## src/rtl/irq_arb_pkg.sv

```systemverilog
package irq_arb_pkg;
  localparam int LVL_W = 2;
  typedef logic [LVL_W-1:0] lvl_t;
  localparam lvl_t LVL_NONE = 2'd0;
  localparam lvl_t LVL_LO   = 2'd1;
  localparam lvl_t LVL_MID  = 2'd2;
  localparam lvl_t LVL_TOP  = 2'd3;
  localparam int N_LEVELS = 3;
endpackage

```

## src/rtl/irq_slot_level.sv

```systemverilog
module irq_slot_level
  import irq_arb_pkg::*;
#(
  parameter int NSLOT = 10,
  parameter int NTOP  = 2
) (
  input  logic [NSLOT-1:0] lvl_sel,
  output lvl_t             slot_lvl [NSLOT]
);
  // Slots below NTOP choose between top and low; the rest between middle and low.
  for (genvar g = 0; g < NSLOT; g++) begin : g_slot
    if (g < NTOP) begin : g_top
      assign slot_lvl[g] = lvl_sel[g] ? LVL_TOP : LVL_LO;
    end else begin : g_mid
      assign slot_lvl[g] = lvl_sel[g] ? LVL_MID : LVL_LO;
    end
  end
endmodule

```

## src/rtl/irq_pick.sv

```systemverilog
module irq_pick
  import irq_arb_pkg::*;
#(
  parameter int NSLOT = 10,
  localparam int IDXW = $clog2(NSLOT)
) (
  input  logic [NSLOT-1:0] elig,
  input  lvl_t             slot_lvl [NSLOT],
  output logic             win_valid,
  output logic [IDXW-1:0]  win_idx,
  output lvl_t             win_lvl
);
  // Descending scan with >= : the highest level wins, and ties go to the lowest index.
  always_comb begin
    win_valid = 1'b0;
    win_idx   = '0;
    win_lvl   = LVL_NONE;
    for (int i = NSLOT - 1; i >= 0; i--) begin
      if (elig[i] && (slot_lvl[i] >= win_lvl)) begin
        win_valid = 1'b1;
        win_idx   = IDXW'(i);
        win_lvl   = slot_lvl[i];
      end
    end
  end
endmodule

```

## src/rtl/irq_level_stack.sv

```systemverilog
module irq_level_stack
  import irq_arb_pkg::*;
(
  input  logic clk,
  input  logic rst_n,
  input  logic push,
  input  lvl_t push_lvl,
  input  logic pop,
  output lvl_t cur_lvl
);
  // One flag per level. Nesting only ever goes upward, so the highest set flag is the top entry.
  logic [N_LEVELS-1:0] act_q, act_d;

  always_comb begin
    cur_lvl = LVL_NONE;
    for (int l = 0; l < N_LEVELS; l++) begin
      if (act_q[l]) cur_lvl = lvl_t'(l + 1);
    end
  end

  always_comb begin
    act_d = act_q;
    if (pop && (cur_lvl != LVL_NONE)) begin
      act_d[cur_lvl - 2'd1] = 1'b0;
    end else if (push && (push_lvl != LVL_NONE)) begin
      act_d[push_lvl - 2'd1] = 1'b1;
    end
  end

  always_ff @(posedge clk or negedge rst_n) begin
    if (!rst_n) act_q <= '0;
    else        act_q <= act_d;
  end

  // the arbiter never asks for a push and a pop together
  a_r9_no_push_with_pop: assert property (@(posedge clk) disable iff (!rst_n)
    !(push && pop));
  // a return from a non-base level lowers the level
  a_r8_pop_lowers: assert property (@(posedge clk) disable iff (!rst_n)
    (pop && (cur_lvl != LVL_NONE)) |=> (cur_lvl < $past(cur_lvl)));
  // a return at base leaves the level at base
  a_r8_pop_at_base: assert property (@(posedge clk) disable iff (!rst_n)
    (pop && (cur_lvl == LVL_NONE)) |=> (cur_lvl == LVL_NONE));
  // a push makes the pushed level current
  a_r7_push_sets_level: assert property (@(posedge clk) disable iff (!rst_n)
    push |=> (cur_lvl == $past(push_lvl)));
endmodule

```

## src/rtl/irq_vec_arbiter.sv

```systemverilog
module irq_vec_arbiter
  import irq_arb_pkg::*;
#(
  parameter int NSLOT    = 10,
  parameter int NTOP     = 2,
  parameter int AW       = 8,
  parameter int VEC_BASE = 3,
  parameter int VEC_STEP = 8,
  localparam int IDXW    = $clog2(NSLOT)
) (
  input  logic             clk,
  input  logic             rst_n,
  input  logic [NSLOT-1:0] irq_req,
  input  logic [NSLOT-1:0] lvl_sel,
  input  logic             arb_en,
  input  logic             reti,
  output logic             take,
  output logic [AW-1:0]    vec_addr,
  output logic [1:0]       cur_lvl
);
  lvl_t             slot_lvl [NSLOT];
  lvl_t             lvl_now;
  logic [NSLOT-1:0] blk_q, blk_d;
  logic [NSLOT-1:0] elig;
  logic             win_valid;
  logic [IDXW-1:0]  win_idx;
  lvl_t             win_lvl;
  logic             take_d, take_q;
  logic [AW-1:0]    vec_d, vec_q;

  irq_slot_level #(.NSLOT(NSLOT), .NTOP(NTOP)) u_lvl (
    .lvl_sel  (lvl_sel),
    .slot_lvl (slot_lvl)
  );

  assign elig = irq_req & ~blk_q;

  irq_pick #(.NSLOT(NSLOT)) u_pick (
    .elig      (elig),
    .slot_lvl  (slot_lvl),
    .win_valid (win_valid),
    .win_idx   (win_idx),
    .win_lvl   (win_lvl)
  );

  irq_level_stack u_stack (
    .clk      (clk),
    .rst_n    (rst_n),
    .push     (take_d),
    .push_lvl (win_lvl),
    .pop      (reti),
    .cur_lvl  (lvl_now)
  );

  // Next-state logic
  always_comb begin
    take_d = arb_en && !reti && win_valid && (win_lvl > lvl_now);
    vec_d  = vec_q;
    if (take_d) vec_d = AW'(VEC_BASE) + AW'(win_idx) * AW'(VEC_STEP);
    // a lockout clears once the request is seen low; a take sets one
    blk_d = blk_q & irq_req;
    if (take_d) blk_d[win_idx] = 1'b1;
  end

  // Registers
  always_ff @(posedge clk or negedge rst_n) begin
    if (!rst_n) begin
      take_q <= 1'b0;
      vec_q  <= '0;
      blk_q  <= '0;
    end else begin
      take_q <= take_d;
      vec_q  <= vec_d;
      blk_q  <= blk_d;
    end
  end

  assign take     = take_q;
  assign vec_addr = vec_q;
  assign cur_lvl  = lvl_now;

  // every take strictly raises the serviced level
  a_r6_take_raises: assert property (@(posedge clk) disable iff (!rst_n)
    take |-> (cur_lvl > $past(cur_lvl)));
  // nothing is taken at an edge where a return was sampled
  a_r9_no_take_on_reti: assert property (@(posedge clk) disable iff (!rst_n)
    take |-> !$past(reti));
  // a disabled arbiter takes nothing and holds its level
  a_r10_disabled_idle: assert property (@(posedge clk) disable iff (!rst_n)
    (!arb_en && !reti) |=> (!take && $stable(cur_lvl)));
  // a taken address has the slot spacing and lies in range
  a_r3_vec_spacing: assert property (@(posedge clk) disable iff (!rst_n)
    take |-> ((((vec_addr - AW'(VEC_BASE)) % AW'(VEC_STEP)) == '0) &&
              (vec_addr <= AW'(VEC_BASE + VEC_STEP * (NSLOT - 1)))));
  // the address moves only on a take
  a_r12_vec_hold: assert property (@(posedge clk) disable iff (!rst_n)
    !take |-> $stable(vec_addr));

  // the first slots never decode to middle, the rest never to top
  for (genvar g = 0; g < NSLOT; g++) begin : g_lvl_chk
    if (g < NTOP) begin : g_t
      a_r2_no_mid_level: assert property (@(posedge clk) disable iff (!rst_n)
        slot_lvl[g] != LVL_MID);
    end else begin : g_m
      a_r2_no_top_level: assert property (@(posedge clk) disable iff (!rst_n)
        slot_lvl[g] != LVL_TOP);
    end
  end
endmodule

```

## config.mk

```make
export PLATFORM = sky130hd
export DESIGN_NAME = irq_vec_arbiter
export DESIGN_NICKNAME = d
export VERILOG_FILES = /design/src/rtl/irq_arb_pkg.sv /design/src/rtl/irq_slot_level.sv /design/src/rtl/irq_pick.sv /design/src/rtl/irq_level_stack.sv /design/src/rtl/irq_vec_arbiter.sv
export SDC_FILE = /design/constraint.sdc
export NUM_CORES = 1
export LEC_CHECK = 0
export BUFFER_PORTS_ARGS = -buffer_cell sky130_fd_sc_hd__clkbuf_2
export CAP_MARGIN = 10
export CORE_MARGIN = 3
export CORE_UTILIZATION = 60
export CTS_CLUSTER_SIZE = 25
export DETAILED_ROUTE_END_ITERATION = 12
export GPL_TIMING_DRIVEN = 1
export PLACE_DENSITY = 0.9
export SLEW_MARGIN = 15
export SYNTH_ARGS = -nofsm -noshare
export SYNTH_HDL_FRONTEND = slang
export SYNTH_SLANG_ARGS = --single-unit
```

## constraint.sdc

```tcl
create_clock -name clk -period 18.5 [get_ports clk]
set_input_delay 2.775 -clock clk [delete_from_list [all_inputs] [get_ports clk]]
set_output_delay 2.775 -clock clk [all_outputs]
set_load 0.005 [all_outputs]
```

After elaboration in Yosys (flattened, before gate mapping)
Cells that the tools add are included.

Flip-flop bits (word level): 22. Bits of input ports: 24. Output and inout bits: 11. Logic and storage cells: 105.

$add $sub $neg: 3. $lt $le $gt $ge: 17. Multiplexer cells: 52. Bitwise gates (word level): 7. Reduce and logical (&&, ||, !) cells: 22.

Operator list (count): 2-bit two-way mux (22); 4-bit two-way mux (10); 10-bit bitwise AND (2); 2-bit greater-or-equal comparator (9); 1-bit logical AND (18); 1-bit two-way mux (14); 10-bit two-way mux (1); 10-bit inverter (1); 10-bit OR (1); 2-bit by 7-bit adder with 8-bit output, first input constant (1); 2-bit by 1-bit greater-or-equal comparator with 1-bit output, second input constant (3); 2-bit by 3-bit < comparator with 1-bit output, second input constant (2); 3-bit two-way mux (2); 2-bit nonzero test (3); 4-bit by 5-bit < comparator with 1-bit output, second input constant (1); 1-bit demux with 2-bit select (2); 1-bit demux with 4-bit select (1); 4-bit by 1-bit greater-or-equal comparator with 1-bit output, second input constant (1); 2-bit by 1-bit subtractor with 2-bit output, second input constant (2); 3-bit bitwise AND (1); 3-bit inverter (1); 3-bit OR (1); 2-bit > comparator (1); 1-bit zero test (1).

Logic depth before layout (Yosys ltp)
Gate-level depths: netlist of the first run.

Word-level depth: 39. Gate-level depth with buffers: 46. Depth with buffers taken out: 44.

Hierarchy
Synthesis of the first run repeated with hierarchy kept, for this count alone.

Cell total of the unflattened synthesis: 238. Area total of the unflattened synthesis: 1994.4 sq um.

Modules (own cells, without submodules): irq_pick (times used 1, cells each 125, area an instance 878.3 sq um, seq. area each 0.0 sq um); irq_vec_arbiter (times used 1, cells each 76, area an instance 823.3 sq um, seq. area each 400.4 sq um); irq_level_stack (times used 1, cells each 16, area an instance 168.9 sq um, seq. area each 75.1 sq um); irq_slot_level (times used 1, cells each 21, area an instance 123.9 sq um, seq. area each 0.0 sq um).

Least setup slack after synthesis of the first run
No wires, ideal clock.

Kind: input port to flip-flop. Start point: input port lvl_sel[9]. End point: register vec_q[1] (netlist: vec_addr[1]). Library setup time: 127 ps. Arrival: 10576 ps. Data required time: 18373 ps. Path slack: 7797 ps. Stages on the path: 45. Buffers on the path: 3. Cell sequence: nor3b_1 ha_1 nor3b_2 or3_1 buf_4 nand2_1 o21ai_0 ha_1 nand2b_1 a41oi_1 a211oi_2 ha_1 nor3b_2 or3_1 buf_2 a21o_1 ha_1 nor3b_2 (+9 left out) o21ai_2 and2b_2 ha_1 nand2b_1 o21ai_0 inv_1 a211oi_2 nand2_1 nand2_1 ha_1 nand2b_1 o21ai_0 nand3_1 a211o_1 nand4b_1 nand4_1 nor2_2 or2_2.

Longest elaborated chain between the ends: 33. Elaborated cells on any way between the ends: 44. Classes of those cells: order compare (11); mux (21); reduce/logical (12).

RTL lines: start: declaration (line irq_vec_arbiter.sv:14) `input logic [NSLOT-1:0] lvl_sel,`; 2-bit two-way mux * (line irq_slot_level.sv:15) `assign slot_lvl[g] = lvl_sel[g] ? LVL_MID : LVL_LO;`; 2-bit by 1-bit greater-or-equal comparator with 1-bit output (line irq_pick.sv:19) `if (elig[i] && (slot_lvl[i] >= win_lvl)) begin`; 1-bit logical AND (line irq_pick.sv:19); 2-bit two-way mux (line irq_pick.sv:19); 2-bit greater-or-equal comparator (line irq_pick.sv:19); 1-bit logical AND (line irq_pick.sv:19); 2-bit two-way mux (line irq_pick.sv:19); 2-bit greater-or-equal comparator (line irq_pick.sv:19); (+18 left out); 1-bit logical AND (line irq_pick.sv:19); 2-bit two-way mux (line irq_pick.sv:19); 2-bit greater-or-equal comparator (line irq_pick.sv:19); 1-bit logical AND (line irq_pick.sv:19); 2-bit two-way mux / 1-bit two-way mux (equally long branches) (line irq_pick.sv:19); 2-bit > comparator / 1-bit logical AND (equally long branches) (line irq_vec_arbiter.sv:57) `take_d = arb_en && !reti && win_valid && (win_lvl > lvl_now);`; 1-bit logical AND * (line irq_vec_arbiter.sv:57); net take_d (line irq_vec_arbiter.sv:28) `logic take_d, take_q;`; end signal: assignment (line irq_vec_arbiter.sv:73) `vec_q <= vec_d;`; end: declaration (line irq_vec_arbiter.sv:29) `logic [AW-1:0] vec_d, vec_q;`.

The timed path passes the listed nets; every way through them passes the cells marked *. A chain may end at the register's enable or synchronous reset.

Worst setup path in the final report of the first run
Start point: input port irq_req[9]. End point: register vec_q[1] (netlist: vec_addr[1]).

Longest elaborated chain between the ends: 32. Elaborated cells on any way between the ends: 43. Classes of those cells: order compare (10); mux (20); bitwise (1); reduce/logical (12).

RTL lines: start: declaration (line irq_vec_arbiter.sv:13) `input logic [NSLOT-1:0] irq_req,`; 10-bit bitwise AND * (line irq_vec_arbiter.sv:36) `assign elig = irq_req & ~blk_q;`; 1-bit logical AND * (line irq_pick.sv:19); 2-bit two-way mux (line irq_pick.sv:19); 2-bit greater-or-equal comparator (line irq_pick.sv:19); 1-bit logical AND (line irq_pick.sv:19); 2-bit two-way mux (line irq_pick.sv:19); 2-bit greater-or-equal comparator (line irq_pick.sv:19); 1-bit logical AND (line irq_pick.sv:19); (+17 left out); 1-bit logical AND (line irq_pick.sv:19); 2-bit two-way mux (line irq_pick.sv:19); 2-bit greater-or-equal comparator (line irq_pick.sv:19); 1-bit logical AND (line irq_pick.sv:19); 2-bit two-way mux / 1-bit two-way mux (equally long branches) (line irq_pick.sv:19); 2-bit > comparator / 1-bit logical AND (equally long branches) (line irq_vec_arbiter.sv:57); 1-bit logical AND * (line irq_vec_arbiter.sv:57); net take_d (line irq_vec_arbiter.sv:28).

Marks and branches as above.

==> impl_metrics.json, run 1 <==
{
  "hold_path_class": "reg -> reg",
  "synth_seq_cells": 19,
  "final-seq-area_sq_um": 475.5,
  "clock-root-buffer": "clkbuf_4",
  "tightest_slew_ns": 0.6574,
  "grt_pass1_wl_um": 6913,
  "cts_buffers": 3,
  "cpMostUsedCell": "ha_1",
  "clock_path_buffers": 2,
  "wl_met2_um": 1944,
  "rsz0062_at_grt": "false",
  "multi_input_area_sq_um": 1242,
  "grt_start_max_net_pins": 20,
  "worst_clock_skew_ns": 0.001686,
  "p_leak_nw": 0.9181,
  "synth-main-ff-cell": "dfrtp_1",
  "area_growth_pct": 10.16,
  "die_x_um": 60.74,
  "cp-start-kind": "primary input",
  "fillers": 229,
  "hold_depth": 2,
  "clock-sinks": 19,
  "synth_edf_count": 0,
  "dp_hpwl_um": 3337,
  "wl_per_cell_um": 15.37,
  "yosysWarnings": 0,
  "drt-met1-wl_um": 1809,
  "postSynthCellCount": 202,
  "postCtsHoldBufs": 0,
  "peakVddDrop_mv": 0.07950,
  "grt-ovfl-total": 0,
  "grt_pass1_vias": 1573,
  "highest_layer": "met4",
  "fin_crit_ns": 11.58,
  "diodes": 0,
  "max_freq_mhz": 86.39,
  "tns_ns": 0,
  "die_area_sq_um": 3689,
  "worstSetupEndpointType": "flip-flop",
  "reg2reg_depth": 41,
  "postCtsSetupBuffers": 0,
  "detail-route-antenna-nets": 0,
  "cts_resized": 0,
  "routed_via_density": 6.348,
  "drv_slew": 0,
  "yosysUniqueCellTypes": 57,
  "r2r_end": "vec_addr[1]",
  "initial_core_util_pct": 64.09,
  "std_cell_rows": 19,
  "vias": 1676,
  "core-area_sq_um": 2805,
  "synthesis.area_sq_um": 1798,
  "finalSetupViolCount": 0,
  "status": "complete, no violations",
  "power_density_nw_per_um2": 76.70,
  "place_congestion": 0.8771,
  "cts_tree": "done",
  "met3_length_um": 241,
  "whs_endpoint": "blk_q[4]",
  "clk_pin_slew_ns": 0.10,
  "dr.pass1.iters": 4,
  "hold_violations": 0,
  "drive_gt1_share_pct": 27.47,
  "worst_hold_slack_ns": 0.4944,
  "cp_max_fo": 9,
  "rr_startpoint": "blk_q[9]",
  "crit_arrival_ns": 11.76,
  "critical_path.max_stage_delay_ns": 0.48,
  "io_pins": 35,
  "fin_crit_sh_pct": 62.57,
  "cp.required_ns": 18.68,
  "relSlewSlack_pct": 55.71,
  "antenna_found_initial": 0,
  "grt_usage_pct": 24.37,
  "wirelength_um": 4058,
  "postSynthAreaPerCell_sq_um": 8.901,
  "slowest_stage": "or3_1",
  "drc": 0,
  "async_reset_ff_share_pct": 100.0,
  "drv_cap": 0,
  "stdcell_count": 264,
  "yosysSeqAreaShare_pct": 26.44,
  "clk_latency_ns": 0.29,
  "min_from": "blk_q[4]",
  "fin_nets": 268,
  "htree_num_levels": 1,
  "drtIter0Drc": 157,
  "critPathKind": "in -> reg",
  "placed_cells": 260,
  "power_uw": 151.9,
  "die_h_um": 60.74,
  "r2r_slack_ns": 9.09,
  "io_buffer_count": 32
}
critical path: cells and delay by family:
family,cells,cell delay [ns]
and+or+nand+nor,21,4.24
buffers and inverters,2,0.23
adders and majority gates,7,2.00
AOI/OAI and AO/OA,12,2.52
stage by stage:
stage          area [sq um]  setup slack, ns  util [%]
3_5_place_dp           1954            6.727     69.67
5_1_grt                1981            6.202     70.61
4_1_cts                1981            6.994     70.61
3_3_place_gp           1954            6.920     69.67
2_1_floorplan          1802            7.797         -
6_report               1981            6.924     70.61
flip-flops by register name, summed over array words and instances, names as in the netlist:
signal,flops
u_stack.act_q,3
blk_q,10
vec_addr,5
take,1
synth_stat cells, drive strengths merged, types with 2 or more instances:
cell	count	area (sq um)
a21oi	10	53.80
nor3	2	15.01
nor3b	5	52.55
a32o	5	50.05
ha	10	125.1
nand3b	2	15.01
o21ai	19	98.85
and2	5	31.28
nand3	3	15.01
nor2	12	47.55
and3b	2	17.52
nand4	3	18.77
o41ai	2	25.03
nor4	3	25.02
or2	2	12.51
or3	3	23.77
a21o	3	25.03
nand2	21	78.83
nand2b	9	78.83
a31oi	4	25.02
a211oi	3	32.53
mux2	3	33.78
a22o	4	35.03
buf	6	46.29
o31ai	3	22.52
inv	10	37.54
a21boi	2	15.01
dfrtp	19	475.5
nor2b	12	75.07
power breakdown:
| group | switching, mW | internal [mW] |
|---|---|---|
| sequential | 0.00380 | 0.0481 |
| clock | 0.0121 | 0.00838 |
| combinational | 0.0461 | 0.0335 |
cell families (layout without fill, tap and decap cells):
group                    Yosys count  count (layout)  share of synthesized area (%)
adder cells (fa/ha/maj)           10              10                          6.959
flip-flops                        19              19                          26.44
AO/OA/AOI/OAI                     64              64                          28.25
buffers and inverters             16              46                          4.662
AND/OR/NAND/NOR                   88              88                          30.34
other                              1               2                         0.2086
multiplexers                       4               4                          3.131
cell type report:
type                    instances  share of cell area [%]
flip-flops and latches         19                   24.01
clock buffers                   4                   1.327
well taps                      31                   1.958
multi-input cells             168                   62.73
inverters                      10                   1.895
repair buffers                 32                   8.086
cells in the final DEF, fill, tap and decap left out, drive strengths merged, types with 3 or more instances in the layout:
cell type	netlist	final
o21ai	19	19
clkbuf	0	36
mux2	3	3
a31oi	4	4
nand2	21	21
nor4	3	3
a22o	4	4
a32o	5	5
inv	10	10
o31ai	3	3
or3	3	3
dfrtp	19	19
nor3b	5	5
and2	5	5
nand3	3	3
nor2	12	12
nand4	3	3
a211oi	3	3
nor2b	12	12
ha	10	10
nand2b	9	9
a21o	3	3
a21oi	10	10
layer usage:
layer  GRT usage, %  up-vias
li1               -      813
met1          35.02      794
met2          38.78       61
met3          1.702        8
met4          8.669        0
met5              0        -
worst max path at each step:
| stage | start | to | slack [ns] | cells past startpoint |
|---|---|---|---|---|
| finish | irq_req[9] | vec_addr[1] | 6.92 | 42 |
| global route | irq_req[9] | vec_addr[1] | 6.20 | 42 |
| CTS | irq_req[9] | vec_addr[6] | 6.99 | 42 |
| detailed placement | irq_req[9] | vec_addr[6] | 6.73 | 42 |
| global placement | irq_req[9] | vec_addr[1] | 6.92 | 42 |
| floorplan | lvl_sel[9] | vec_addr[1] | 7.80 | 45 |
Note: power is estimated with default switching activity, not from simulation.
==> inputs of run 2 (changes only) <==
CORE_UTILIZATION = 50   (was 60)
PLACE_DENSITY = 0.8   (was 0.9)
clock period = 10.6 ns   (was 18.5 ns; I/O delays follow)
==> impl_metrics.json, run 2 (synthesized netlist as in run 1, its figures left out) <==
{
  "dp_hpwl_um": 3461,
  "initial_core_util_pct": 53.05,
  "die_x_um": 65.97,
  "core-area_sq_um": 3390,
  "routed_via_density": 5.943,
  "top_register": "blk_q",
  "cp_max_fo": 9,
  "grt_start_max_net_pins": 20,
  "final_common_cell": "clkbuf_2",
  "tns_ns": 0,
  "power_density_nw_per_um2": 132.4,
  "finalSetupViolCount": 0,
  "drv_slew": 0,
  "htree_num_levels": 1,
  "worstSetupEndpointType": "flip-flop",
  "fin_nets": 272,
  "hold_depth": 2,
  "postCtsHoldBufs": 0,
  "diodes": 0,
  "relSlewSlack_pct": 57.53,
  "max_freq_mhz": 102.3,
  "fillers": 307,
  "min_from": "blk_q[4]",
  "cp-start-kind": "primary input",
  "r2r_end": "vec_addr[5]",
  "drc": 0,
  "clk_latency_ns": 0.30,
  "clock-sinks": 19,
  "wl_per_cell_um": 14.59,
  "io_buffer_count": 32,
  "crit_arrival_ns": 9.96,
  "largest_reg_flops": 10,
  "rr_startpoint": "blk_q[9]",
  "place_area_sq_um": 2003,
  "std_cell_rows": 21,
  "tightest_slew_ns": 0.6370,
  "reg2reg_depth": 43,
  "drv_cap": 0,
  "vias": 1682,
  "detail-route-antenna-nets": 0,
  "final_cell_mix": "32 x clkbuf_2, 21 x nand2_1, 19 x dfrtp_1",
  "whs_endpoint": "blk_q[4]",
  "critical_path.max_stage_delay_ns": 0.37,
  "hold_violations": 0,
  "clock-root-buffer": "clkbuf_4",
  "top_regs": "blk_q: 10 flops, vec_addr: 5 flops, u_stack.act_q: 3 flops",
  "fin_crit_sh_pct": 92.22,
  "cts_buffers": 3,
  "drive_gt1_share_pct": 29.54,
  "cts_tree": "done",
  "clk_pin_slew_ns": 0.10,
  "p_leak_nw": 0.9424,
  "drtIter0Drc": 139,
  "area_growth_pct": 13.22,
  "clock_path_buffers": 2,
  "peakVddDrop_mv": 0.09223,
  "cp.required_ns": 10.79,
  "fin_crit_ns": 9.776,
  "die_h_um": 65.97,
  "r2r_slack_ns": 1.74,
  "cpMostUsedCell": "ha_1",
  "place_congestion": 0.9336,
  "grt_usage_pct": 21.07,
  "status": "complete, no violations",
  "grt_pass1_vias": 1616,
  "wirelength_um": 4129,
  "antenna_found_initial": 0,
  "slowest_stage": "a211o_1",
  "worst_clock_skew_ns": 0.005206,
  "hold_path_class": "reg -> reg",
  "io_pins": 35,
  "dr.pass1.iters": 4,
  "rsz0062_at_grt": "false",
  "grt_pass1_wl_um": 7224,
  "die_area_sq_um": 4351,
  "stdcell_area_sq_um": 2036,
  "critPathKind": "in -> reg",
  "grt-ovfl-total": 0
}
## run 2: changes by cell type in the layout (fill, tap and decap cells not counted)
cell	delta
buf_4	+4
o21ai_1	+1
o21ai_0	-1
clkinv_2	+1
nor3b_2	+1
nor3b_1	-1
clkbuf_1	-1
## run 2: power breakdown
part / switching [mW] / internal [mW]
combinational: 0.0812 / 0.0618
sequential: 0.00650 / 0.0840
clock: 0.0220 / 0.0141
total: 0.110 / 0.160
## run 2: worst max path at each step
stage	startpoint	end	slack (ns)	cells past startpoint
finish	irq_req[9]	vec_addr[5]	0.82	44
global route	irq_req[9]	vec_addr[5]	0.12	44
CTS	irq_req[9]	vec_addr[5]	0.69	42
detailed placement	irq_req[9]	vec_addr[5]	0.41	43
global placement	irq_req[9]	vec_addr[6]	0.61	43
floorplan	lvl_sel[9]	vec_addr[1]	1.08	45
## run 2: layout make-up
type	count	area, sq um	area share [%]
Multi-Input combinational cell	168	1247	61.28
Clock buffer	3	22.52	1.106
Tap cell	46	57.56	2.827
Timing Repair Buffer	36	190.2	9.342
Inverter	10	37.54	1.844
Sequential cell	19	475.5	23.36
Clock inverter	1	5.005	0.2459
## run 2: routing by layer
| layer | share of wire (%) | up-vias | wire length (um) | GRT usage [%] |
|---|---|---|---|---|
| li1 | - | 825 | - | - |
| met1 | 45 | 799 | 1854 | 29.32 |
| met2 | 49 | 51 | 2023 | 35.29 |
| met3 | 4.9 | 7 | 202 | 1.531 |
| met4 | 1.2 | 0 | 48 | 5.584 |
| met5 | 0 | - | 0 | 0 |
## run 2: metrics by stage
stage	hold WS [ns]	setup slack, ns	total power, mW	util (%)	std cells
CTS	0.5058	0.6922	0.2699	59.91	283
finish	0.5061	0.8244	0.2696	60.06	283
floorplan	0.4511	1.082	0.1934	-	203
global placement	0.4685	0.6124	0.2288	59.10	279
global route	0.5246	0.1215	0.2927	60.06	283
detailed placement	0.4811	0.4115	0.2332	59.10	279
## run 2: what timing repair did
item	in CTS	in global routing
gates resized for setup	0	2
buffers inserted	0	0
setup endpoints to repair	0	14
## run 2: worst max-delay path, delay by kind of cell
kind	cells	cell delay (ns)
buf+inv	3	0.28
compound gates	12	2.39
mux	1	0.30
fa+ha+maj	7	1.95
simple gates	21	3.47
==> inputs of run 3 (changes only) <==
CORE_UTILIZATION = 51   (was 50)
PLACE_DENSITY = 0.81   (was 0.8)
SYNTH_HIERARCHICAL = 1   (was default)
==> impl_metrics.json, run 3 <==
{
  "synth_seq_cells": 19,
  "async_reset_ff_share_pct": 100.0,
  "critical_path.max_stage_delay_ns": 0.53,
  "synth-main-ff-cell": "dfrtp_1",
  "place_area_sq_um": 2439,
  "hold_violations": 0,
  "postCtsHoldBufs": 0,
  "peakVddDrop_mv": 0.1494,
  "fin_util_pct": 82.69,
  "slowest_stage": "or4_4",
  "clk_latency_ns": 0.26,
  "rsz0062_at_grt": "true",
  "drv_slew": 0,
  "drive_gt1_share_pct": 54.25,
  "yosysTopAreaCell": "dfrtp_1",
  "violations": "setup timing",
  "hold_path_class": "reg -> reg",
  "finalSetupViolCount": 7,
  "yosysUniqueCellTypes": 57,
  "power_density_nw_per_um2": 163.1,
  "synth.top_cells.by_count": "31 x nand2_1, 26 x inv_1, 19 x dfrtp_1",
  "largest_reg_flops": 10,
  "yosysWarnings": 6,
  "stdcell_area_sq_um": 3073,
  "dp_hpwl_um": 3736,
  "drc": 0,
  "fillers": 232,
  "top_regs": "blk_q: 10 flops, vec_addr: 5 flops, u_stack/act_q: 3 flops",
  "synth_top_area_share_pct": 23.84,
  "fin_nets": 379,
  "cts_tree": "done",
  "cp.required_ns": 10.75,
  "max_freq_mhz": 93.83,
  "worst_hold_slack_ns": 0.4860,
  "wl_per_cell_um": 16.28,
  "synth_edf_count": 0,
  "dr.pass1.iters": 6,
  "yosysSeqAreaShare_pct": 23.84,
  "die_h_um": 68.54,
  "postSynthCellCount": 238,
  "wirelength_um": 6332,
  "worstSetupEndpointType": "flip-flop",
  "htree_num_levels": 1,
  "routed_via_density": 5.476,
  "clock_path_buffers": 2,
  "yosysMostFrequentCell": "nand2_1",
  "cp_max_fo": 3,
  "clk_pin_slew_ns": 0.07,
  "postSynthAreaPerCell_sq_um": 8.380,
  "detail-route-antenna-nets": 0,
  "synthesis.area_sq_um": 1994,
  "crit_arrival_ns": 10.81,
  "grt_usage_pct": 24.25,
  "fin_crit_sh_pct": 100.5,
  "fin_crit_ns": 10.66,
  "worst_clock_skew_ns": 0.007248,
  "grt_pass1_wl_um": 8604,
  "antenna_found_initial": 0,
  "cp-start-kind": "primary input",
  "status": "finished with violations",
  "final_cell_mix": "77 x buf_4, 31 x clkbuf_2, 24 x nand2_1",
  "place_congestion": 0.8526,
  "clock-sinks": 19,
  "grt_start_max_net_pins": 20,
  "std_cell_rows": 22,
  "die_x_um": 68.54,
  "drv_cap": 0,
  "die_area_sq_um": 4697,
  "drtIter0Drc": 121,
  "final_common_cell": "buf_4",
  "io_pins": 35,
  "fin_ws_ns": -0.05769,
  "ys_top_cells_by_area": "dfrtp_1 24%, ha_1 8.2%, nand2_1 5.8%, buf_4 5.6%, inv_1 4.9%",
  "diodes": 0,
  "vias": 2130,
  "grt-ovfl-total": 0,
  "p_leak_nw": 1.597,
  "relSlewSlack_pct": 59.69,
  "top_register": "blk_q",
  "io_buffer_count": 32,
  "clock-root-buffer": "clkbuf_8",
  "cts_buffers": 3,
  "tns_ns": -0.2441,
  "critPathKind": "in -> reg",
  "initial_core_util_pct": 53.67,
  "grt_pass1_vias": 2055,
  "core-area_sq_um": 3716,
  "tightest_slew_ns": 0.5983,
  "area_growth_pct": 54.08
}
[run 3: timing repair]
action / in CTS / in global routing
gates cloned: 0 / 0
buffers inserted: 40 / 8
pin swaps: 12 / 30
gates resized for setup: 10 / 38
endpoints found under the setup margin: 17 / 19
[run 3: cell families after synthesis]
logic type	after synthesis	share of synthesized area, %
adder cells (fa/ha/maj)	16	9.787
other	2	0.3766
flip-flops	19	23.84
buffers and inverters	42	10.79
multiplexers	6	4.329
AND/OR/NAND/NOR	97	26.73
AO/OA/AOI/OAI	56	24.15
[run 3: final timing paths]
kind,slack [ns],endpoint,depth (start not counted),startpoint
worst max-delay path,-0.06,u_stack/act_q[0],53,irq_req[9]
worst min-delay path,0.49,blk_q[4],2,blk_q[4]
worst max register to register,0.95,u_stack/act_q[0],52,blk_q[9]
worst min register to register,0.49,blk_q[4],2,blk_q[4]
max in group asynchronous,9.01,blk_q[5],1,rst_n
min in group asynchronous,1.27,take,1,rst_n
[run 3: final cells by class]
class	count	area [sq um]	share of cell area (%)
Clock buffer	4	45.04	1.466
Inverter	26	97.59	3.176
Multi-Input combinational cell	179	1597	51.95
Sequential cell	19	475.5	15.47
Tap cell	48	60.06	1.954
Timing Repair Buffer	113	798.3	25.98
[run 3: layer usage]
metal  wire length (um)  global-route usage (%)
met4                218                   9.926
met2               3568                   48.63
met3                261                   2.755
met1               2283                   24.77
met5                  0                       0
[run 3: critical path, delay by kind of cell]
kind | cells | cell delay, ns
AO/OA/AOI/OAI | 12 | 2.29
multiplexers | 2 | 0.62
AND/OR/NAND/NOR | 20 | 2.76
adder cells (fa/ha/maj) | 9 | 2.39
buffers and inverters | 10 | 1.14
[run 3: through the flow]
stage | setup slack [ns] | total power [mW] | std cells
after floorplan | 0.01520 | 0.2640 | 240
after global placement | -0.1979 | 0.3400 | 339
after detailed placement | -0.4547 | 0.3469 | 339
after CTS | -0.001307 | 0.4377 | 383
after global routing | -0.4097 | 0.5328 | 389
final | -0.05769 | 0.5011 | 389
[run 3: power by group]
| group | internal, mW | switching [mW] | leakage, nW |
|---|---|---|---|
| combinational | 0.187 | 0.164 | 1.32 |
| sequential | 0.0881 | 0.0112 | 0.252 |
| clock | 0.0267 | 0.0232 | 0.0228 |
